--- config.mk ---
export PLATFORM = sky130hd
export DESIGN_NAME = rstc_top
export DESIGN_NICKNAME = d
export VERILOG_FILES = /design/src/rtl/rstc_pkg.sv /design/src/rtl/rstc_sync.sv /design/src/rtl/rstc_qual_filter.sv /design/src/rtl/rstc_stretch.sv /design/src/rtl/rstc_out_clamp.sv /design/src/rtl/rstc_top.sv
export SDC_FILE = /design/constraint.sdc
export NUM_CORES = 1
export LEC_CHECK = 0
export ABC_AREA = 1
export BUFFER_PORTS_ARGS = -buffer_cell sky130_fd_sc_hd__buf_4
export CAP_MARGIN = 5
export CORE_AREA = 5 5 42 44
export DETAILED_ROUTE_END_ITERATION = 8
export DIE_AREA = 0 0 47 49
export MAX_ROUTING_LAYER = met4
export PLACE_DENSITY_LB_ADDON = 0.05
export SLEW_MARGIN = 20
export SYNTH_ARGS = -nofsm -noshare
export SYNTH_HDL_FRONTEND = slang
export SYNTH_SLANG_ARGS = --single-unit
--- constraint.sdc ---
create_clock -name clk_i -period 2.3 [get_ports clk_i]
set_clock_uncertainty 0.05 [all_clocks]
set_input_delay 0.115 -clock clk_i [delete_from_list [all_inputs] [get_ports clk_i]]
set_output_delay 0.115 -clock clk_i [all_outputs]
set_load 0.03 [all_outputs]
--- src/rtl/rstc_pkg.sv ---
package rstc_pkg;
  // Bits needed to hold 0..max_val, never less than one.
  function automatic int cnt_width(input int max_val);
    return (max_val < 1) ? 1 : $clog2(max_val + 1);
  endfunction
endpackage

--- src/rtl/rstc_sync.sv ---
module rstc_sync #(
  parameter int STAGES = 2,
  parameter bit INIT   = 1'b1
) (
  input  logic clk_i,
  input  logic d_i,
  output logic q_o,
  output logic busy_o
);
  localparam int LAST = STAGES - 1;

  // Powers up holding the request level so the reset starts asserted.
  logic [LAST:0] stg_q = {STAGES{INIT}};

  always_ff @(posedge clk_i) begin
    stg_q <= {stg_q[LAST-1:0], d_i};
  end

  assign q_o    = stg_q[LAST];
  // Any stage still high means a request is in flight.
  assign busy_o = |stg_q;
endmodule

--- src/rtl/rstc_qual_filter.sv ---
module rstc_qual_filter #(
  parameter int MIN_PULSE = 4
) (
  input  logic clk_i,
  input  logic req_i,
  output logic qual_o
);
  localparam int CW = rstc_pkg::cnt_width(MIN_PULSE - 1);
  localparam logic [CW-1:0] SAT = CW'(MIN_PULSE - 1);

  // Number of earlier consecutive high cycles, saturating at MIN_PULSE-1.
  logic [CW-1:0] run_q = SAT;

  always_ff @(posedge clk_i) begin
    if (!req_i) begin
      run_q <= '0;
    end else if (run_q != SAT) begin
      run_q <= run_q + 1'b1;
    end
  end

  // High on the MIN_PULSE-th consecutive high cycle and while it lasts.
  assign qual_o = req_i && (run_q == SAT);
endmodule

--- src/rtl/rstc_stretch.sv ---
module rstc_stretch #(
  parameter int STRETCH    = 6,
  parameter int REL_STAGES = 2
) (
  input  logic clk_i,
  input  logic load_i,
  output logic hold_o,
  output logic rst_o
);
  localparam int SW   = rstc_pkg::cnt_width(STRETCH);
  localparam int RTOP = REL_STAGES - 1;
  localparam logic [SW-1:0] LOAD = SW'(STRETCH);

  logic [SW-1:0]   left_q = LOAD;
  logic [RTOP:0]   rel_q  = '1;

  // Self-timed hold: reloads on every qualifying cycle, then counts out.
  always_ff @(posedge clk_i) begin
    if (load_i) begin
      left_q <= LOAD;
    end else if (left_q != '0) begin
      left_q <= left_q - 1'b1;
    end
  end

  assign hold_o = (left_q != '0);

  // Set at once while holding, release walks through the chain on edges.
  always_ff @(posedge clk_i or posedge hold_o) begin
    if (hold_o) begin
      rel_q <= '1;
    end else begin
      rel_q <= {rel_q[RTOP-1:0], 1'b0};
    end
  end

  assign rst_o = rel_q[RTOP];
endmodule

--- src/rtl/rstc_out_clamp.sv ---
module rstc_out_clamp #(
  parameter int               DATA_W    = 8,
  parameter bit               ENABLE    = 1'b1,
  parameter logic [DATA_W-1:0] CLAMP_VAL = '0
) (
  input  logic              clk_i,
  input  logic              raw_i,
  input  logic              drained_i,
  input  logic [DATA_W-1:0] core_i,
  output logic [DATA_W-1:0] clamp_o,
  output logic              active_o
);
  generate
    if (ENABLE) begin : g_clamp
      logic keep_q = 1'b1;

      // Set by the raw request itself, cleared on an edge once drained.
      always_ff @(posedge clk_i or posedge raw_i) begin
        if (raw_i) begin
          keep_q <= 1'b1;
        end else if (drained_i) begin
          keep_q <= 1'b0;
        end
      end

      assign active_o = raw_i | keep_q;
      assign clamp_o  = active_o ? CLAMP_VAL : core_i;
    end else begin : g_pass
      assign active_o = 1'b0;
      assign clamp_o  = core_i;
    end
  endgenerate
endmodule

--- src/rtl/rstc_top.sv ---
module rstc_top #(
  parameter int                MIN_PULSE  = 4,
  parameter int                STRETCH    = 6,
  parameter int                REQ_SYNC   = 2,
  parameter int                REL_SYNC   = 2,
  parameter int                DATA_W     = 8,
  parameter bit                CLAMP_EN   = 1'b1,
  parameter logic [DATA_W-1:0] CLAMP_VAL  = '0
) (
  input  logic              clk_i,
  input  logic              req_raw_i,
  input  logic [DATA_W-1:0] core_q_i,
  output logic              rst_o,
  output logic [DATA_W-1:0] clamp_q_o
);
  logic req_sync;
  logic req_busy;
  logic req_qual;
  logic stretch_hold;
  logic clamp_active;

  rstc_sync #(
    .STAGES (REQ_SYNC),
    .INIT   (1'b1)
  ) req_sync_i (
    .clk_i  (clk_i),
    .d_i    (req_raw_i),
    .q_o    (req_sync),
    .busy_o (req_busy)
  );

  rstc_qual_filter #(
    .MIN_PULSE (MIN_PULSE)
  ) qual_i (
    .clk_i  (clk_i),
    .req_i  (req_sync),
    .qual_o (req_qual)
  );

  rstc_stretch #(
    .STRETCH    (STRETCH),
    .REL_STAGES (REL_SYNC)
  ) stretch_i (
    .clk_i  (clk_i),
    .load_i (req_qual),
    .hold_o (stretch_hold),
    .rst_o  (rst_o)
  );

  rstc_out_clamp #(
    .DATA_W    (DATA_W),
    .ENABLE    (CLAMP_EN),
    .CLAMP_VAL (CLAMP_VAL)
  ) clamp_i (
    .clk_i     (clk_i),
    .raw_i     (req_raw_i),
    .drained_i (!req_busy),
    .core_i    (core_q_i),
    .clamp_o   (clamp_q_o),
    .active_o  (clamp_active)
  );
endmodule

Word level (Yosys, flattened, before mapping)
Cells that the tools add are included.
Widths: inputs -> output; s select.
Storage, ports and cells
  bits in registers: 10
  input port bits: 10
  logic and storage cells: 14
  output and inout bits: 9
Cells by class
  eq/ne operators: 2
  bitwise logic cells: 1
  reductions and logical operators: 3
  add/sub/neg operators: 2
  mux-type cells: 1
Operators by type and width (number)
  $mux 8: 1
  $reduce_bool 3->1: 1
  $sub 3x1->3 const B: 1
  $add 2x1->2 const B: 1
  $eq 2x2->1 const B: 1
  $ne 2x2->1 const B: 1
  $reduce_or 2->1: 1
  $logic_and 1x1->1: 1
  $or 1x1->1: 1

Longest topological paths before layout
  depth after elaboration: 2
  mapped depth: 6
  mapped depth without buffers: 6

Cells and area by module
A second synthesis with hierarchy kept.
Second synthesis, totals
  cells, all modules: 69
  area, all modules: 491.7 sq um
Modules (own cells, without submodules)
  rstc_stretch: sequential area each 112.6 sq um, cells each 27, times used 1, area each 230.2 sq um
  rstc_out_clamp: sequential area each 26.3 sq um, cells each 21, times used 1, area each 108.9 sq um
  rstc_qual_filter: sequential area each 40.0 sq um, cells each 15, times used 1, area each 97.6 sq um
  rstc_sync: sequential area each 40.0 sq um, cells each 5, times used 1, area each 51.3 sq um
  rstc_top: sequential area each 0.0 sq um, cells each 1, times used 1, area each 3.8 sq um

Worst setup path before layout
Ideal clock, no wire load.
  path kind: reg-to-output
  from: register clamp_i.g_clamp.keep_q
  to: output port clamp_q_o[0]
  path buffers: 0
  cell stages (with the launch flop): 4
  data required time: 2.135 ns
  slack: 1.182 ns
  arrival: 0.953 ns
  path through: dfstp_2 -> inv_1 -> nand2_1 -> nor2_1
Between the ends
  longest elaborated chain between the ends: 2
RTL lines
  start, declared: line rstc_out_clamp.sv:15  | logic keep_q = 1'b1;
  start signal, assigned: line rstc_out_clamp.sv:20  | keep_q <= 1'b1;
  start signal, assigned: line rstc_out_clamp.sv:22  | keep_q <= 1'b0;
  $or 1x1->1: line rstc_out_clamp.sv:26  | assign active_o = raw_i | keep_q;
  $mux 8: line rstc_out_clamp.sv:27  | assign clamp_o = active_o ? CLAMP_VAL : core_i;
  end, declared: line rstc_top.sv:14  | output logic [DATA_W-1:0] clamp_q_o
No other way between the ends.

Final worst setup path
  from: input port req_raw_i
  to: output port clamp_q_o[5]
Between the ends
  longest elaborated chain between the ends: 2
RTL lines
  start, declared: line rstc_top.sv:11  | input logic req_raw_i,
  $or 1x1->1: line rstc_out_clamp.sv:26
  $mux 8: line rstc_out_clamp.sv:27
No other way between the ends.

==> metrics.txt <==
count of cells resized by post-cts repair 0; Setup TNS Final 0 ns; Worst Path Required 2.13 ns; Synth-to-Final Area Change 43.1%; Mapped Cells 57; fraction of layout cells with a size suffix above 1 0.338; clock latency at the later pin of the worst-skew pair 0.26 ns; Max stage delay cell, worst path dlygate4sd3_1; Diodes inserted 0; hold_ws 0.300 ns; final design area excluding fillers 636 um^2; Yosys cell types 15; maximum VDD drop 0.000476 V; most common cell after layout, fill and taps aside buf_4; Overall Global Routing Usage 0.0856; Largest stage delay, worst path 0.53 ns; number of iterations in the first detailed-routing pass 4; path category of the worst min-delay check reg -> reg; via count of the first global-routing pass 356; highest-count cells in the layout ignoring fill and taps buf_4 (18), inv_1 (14), nor2_1 (13); buffer depth of the longest clock path 2; Most common cell on crit path buf_4; routed wire length per instance 8.67 um; Core ar. 0.00140 mm^2; Hold Vio Cnt, Final 0; result of the run finished clean; cell total after placement 91; sum of routed wire length over all layers 832 um; final worst path period share 0.647; Cell Area, Synth 444 um^2; number of storage elements in the synthesis netlist 10; count of clock tree sinks 10; Routed Antenna Nets 0; pin count of the biggest net entering global routing 9; Iter 0 DRT Violations 7; global-route wire length before repair 1400 um; crit path time final 1.49 ns; Num CTS Buffers 3; peak clock frequency supported by timing 672 MHz; Largest delay share family, worst path buffers and inverters; TritonCTS clock tree done; crit end category primary output; Final Wtd Congestion 0.754; leakage power figure 0.362 nW; Row Count 14; post-detail-place hpwl 667 um; total via count after detailed routing 380; post-synthesis net count 70; number of nets at the end of the flow 94; Die Wd 47 um; cell at the root of the clock tree clkbuf_4; Worst Path Class, Setup in -> out; chain of cells forming the critical path dlygate4sd3_1 > buf_4 > inv_1 > nand2_1 > nor2_1 > buf_4; setup repair after global routing missed its margin false; warnings from Yosys 0; Die Y-Extent 49 um; max-cap violation count 0; initial standard-cell utilization of the core 0.317; instance area after placement 599 um^2; number of standard cells in the final layout excluding fillers 96; clock transition time at the flip-flop clock pins of the worst setup and hold paths 0.06 ns; pwr/cell area 917 mW/mm^2; I/O pin cnt 19; gr ovfl total 0; synthesized area per cell 7.79 um^2; number of antenna violations at the first check in global routing 0; Port-buffer cells 18; sequential fraction of the synthesis area 0.493; maximum fanout along the worst path 8; hold-fix buffer count after cts 1; buffers plus inverters on the worst setup path 4; depth of the CTS H-tree 1; Vias/cell 3.96; number of remaining DRC errors 0; fraction of the core area covered by cells at the end of the flow 0.454; startpoint kind of the worst setup timing path input pin; total of endpoints with negative setup slack in the final report 0; max-slew violation total from the final report 0; Crit path arrival time 1.32 ns; number of buffers inserted by post-CTS setup repair 0; full die area 0.00230 mm^2
-- cells by family (layout without fill, tap and decap cells) --
logic type / count (synthesis) / in the layout / synth area share
fa+ha+maj: 3 / 3 / 0.0845
flops: 10 / 10 / 0.493
buf+inv: 16 / 39 / 0.135
compound gates: 3 / 3 / 0.0394
other cells: 1 / 1 / 0.00844
xor+xnor: 1 / 1 / 0.0197
simple gates: 23 / 23 / 0.220
-- per-layer routing --
metal,vias to the layer above,global-route usage,part of all wire
li1,210,-,-
met1,154,0.118,0.47
met2,16,0.0995,0.42
met3,0,0.0664,0.11
met4,0,0.0138,0
met5,-,-,0
-- per-stage QoR --
stage | setup WS (ns) | power (mW)
after floorplan | 1.18 | 0.408
after global placement | 1.17 | 0.463
after detailed placement | 1.16 | 0.462
after CTS | 0.789 | 0.592
after global routing | 0.700 | 0.641
final | 0.812 | 0.583
-- power breakdown --
group | leakage (nW) | switching (mW) | internal, mW
clock network | 0.0150 | 0.0572 | 0.0669
registers | 0.0899 | 0.0249 | 0.222
logic | 0.257 | 0.119 | 0.0925
-- Yosys cell counts, drive strengths merged --
| cell | n | share of area |
|---|---|---|
| inv | 16 | 0.14 |
| nor2 | 14 | 0.12 |
| dfxtp | 7 | 0.32 |
| nand3 | 5 | 0.056 |
| dfstp | 3 | 0.18 |
| ha | 3 | 0.085 |
| nand2 | 3 | 0.025 |
| a21oi | 1 | 0.011 |
| conb | 1 | 0.0084 |
| o21ai | 1 | 0.011 |
| o21bai | 1 | 0.017 |
| or2 | 1 | 0.014 |
| xor2 | 1 | 0.020 |
-- worst reg2reg max path, stage by stage, from the launching register on --
cell and delay [ns]:
dfxtp_1 0.30, inv_1 0.10, ha_1 0.22, inv_2 0.06, nor2_2 0.14, nor2_1 0.05, nor2_1 0.09
-- final cells by class --
type	count	area, um^2
Fill cell	143	766
Sequential cell	10	219
Multi-Input combinational cell	31	165
Timing Repair Buffer	19	145
Inverter	16	60.1
Clock buffer	4	26.3
Tap cell	16	20.0
-- flip-flops by register name, indices dropped and copies added (netlist names) --
signal	flops
stretch_i.rel_q	2
stretch_i.left_q	3
clamp_i.g_clamp.keep_q	1
req_sync_i.stg_q	2
qual_i.run_q	2
-- final timing paths --
check / cells past startpoint / from / slack (ns) / to
min: 0 / req_sync_i.stg_q[0] / 0.30 / req_sync_i.stg_q[1]
min reg2reg: 0 / req_sync_i.stg_q[0] / 0.30 / req_sync_i.stg_q[1]
max: 6 / req_raw_i / 0.81 / clamp_q_o[5]
max in group asynchronous: 4 / stretch_i.left_q[0] / 1.56 / stretch_i.rel_q[0]
min in group asynchronous: 1 / stretch_i.left_q[2] / 0.32 / stretch_i.rel_q[1]
max reg2reg: 6 / stretch_i.left_q[0] / 1.23 / stretch_i.left_q[0]
(Power assumes the default switching activity.)
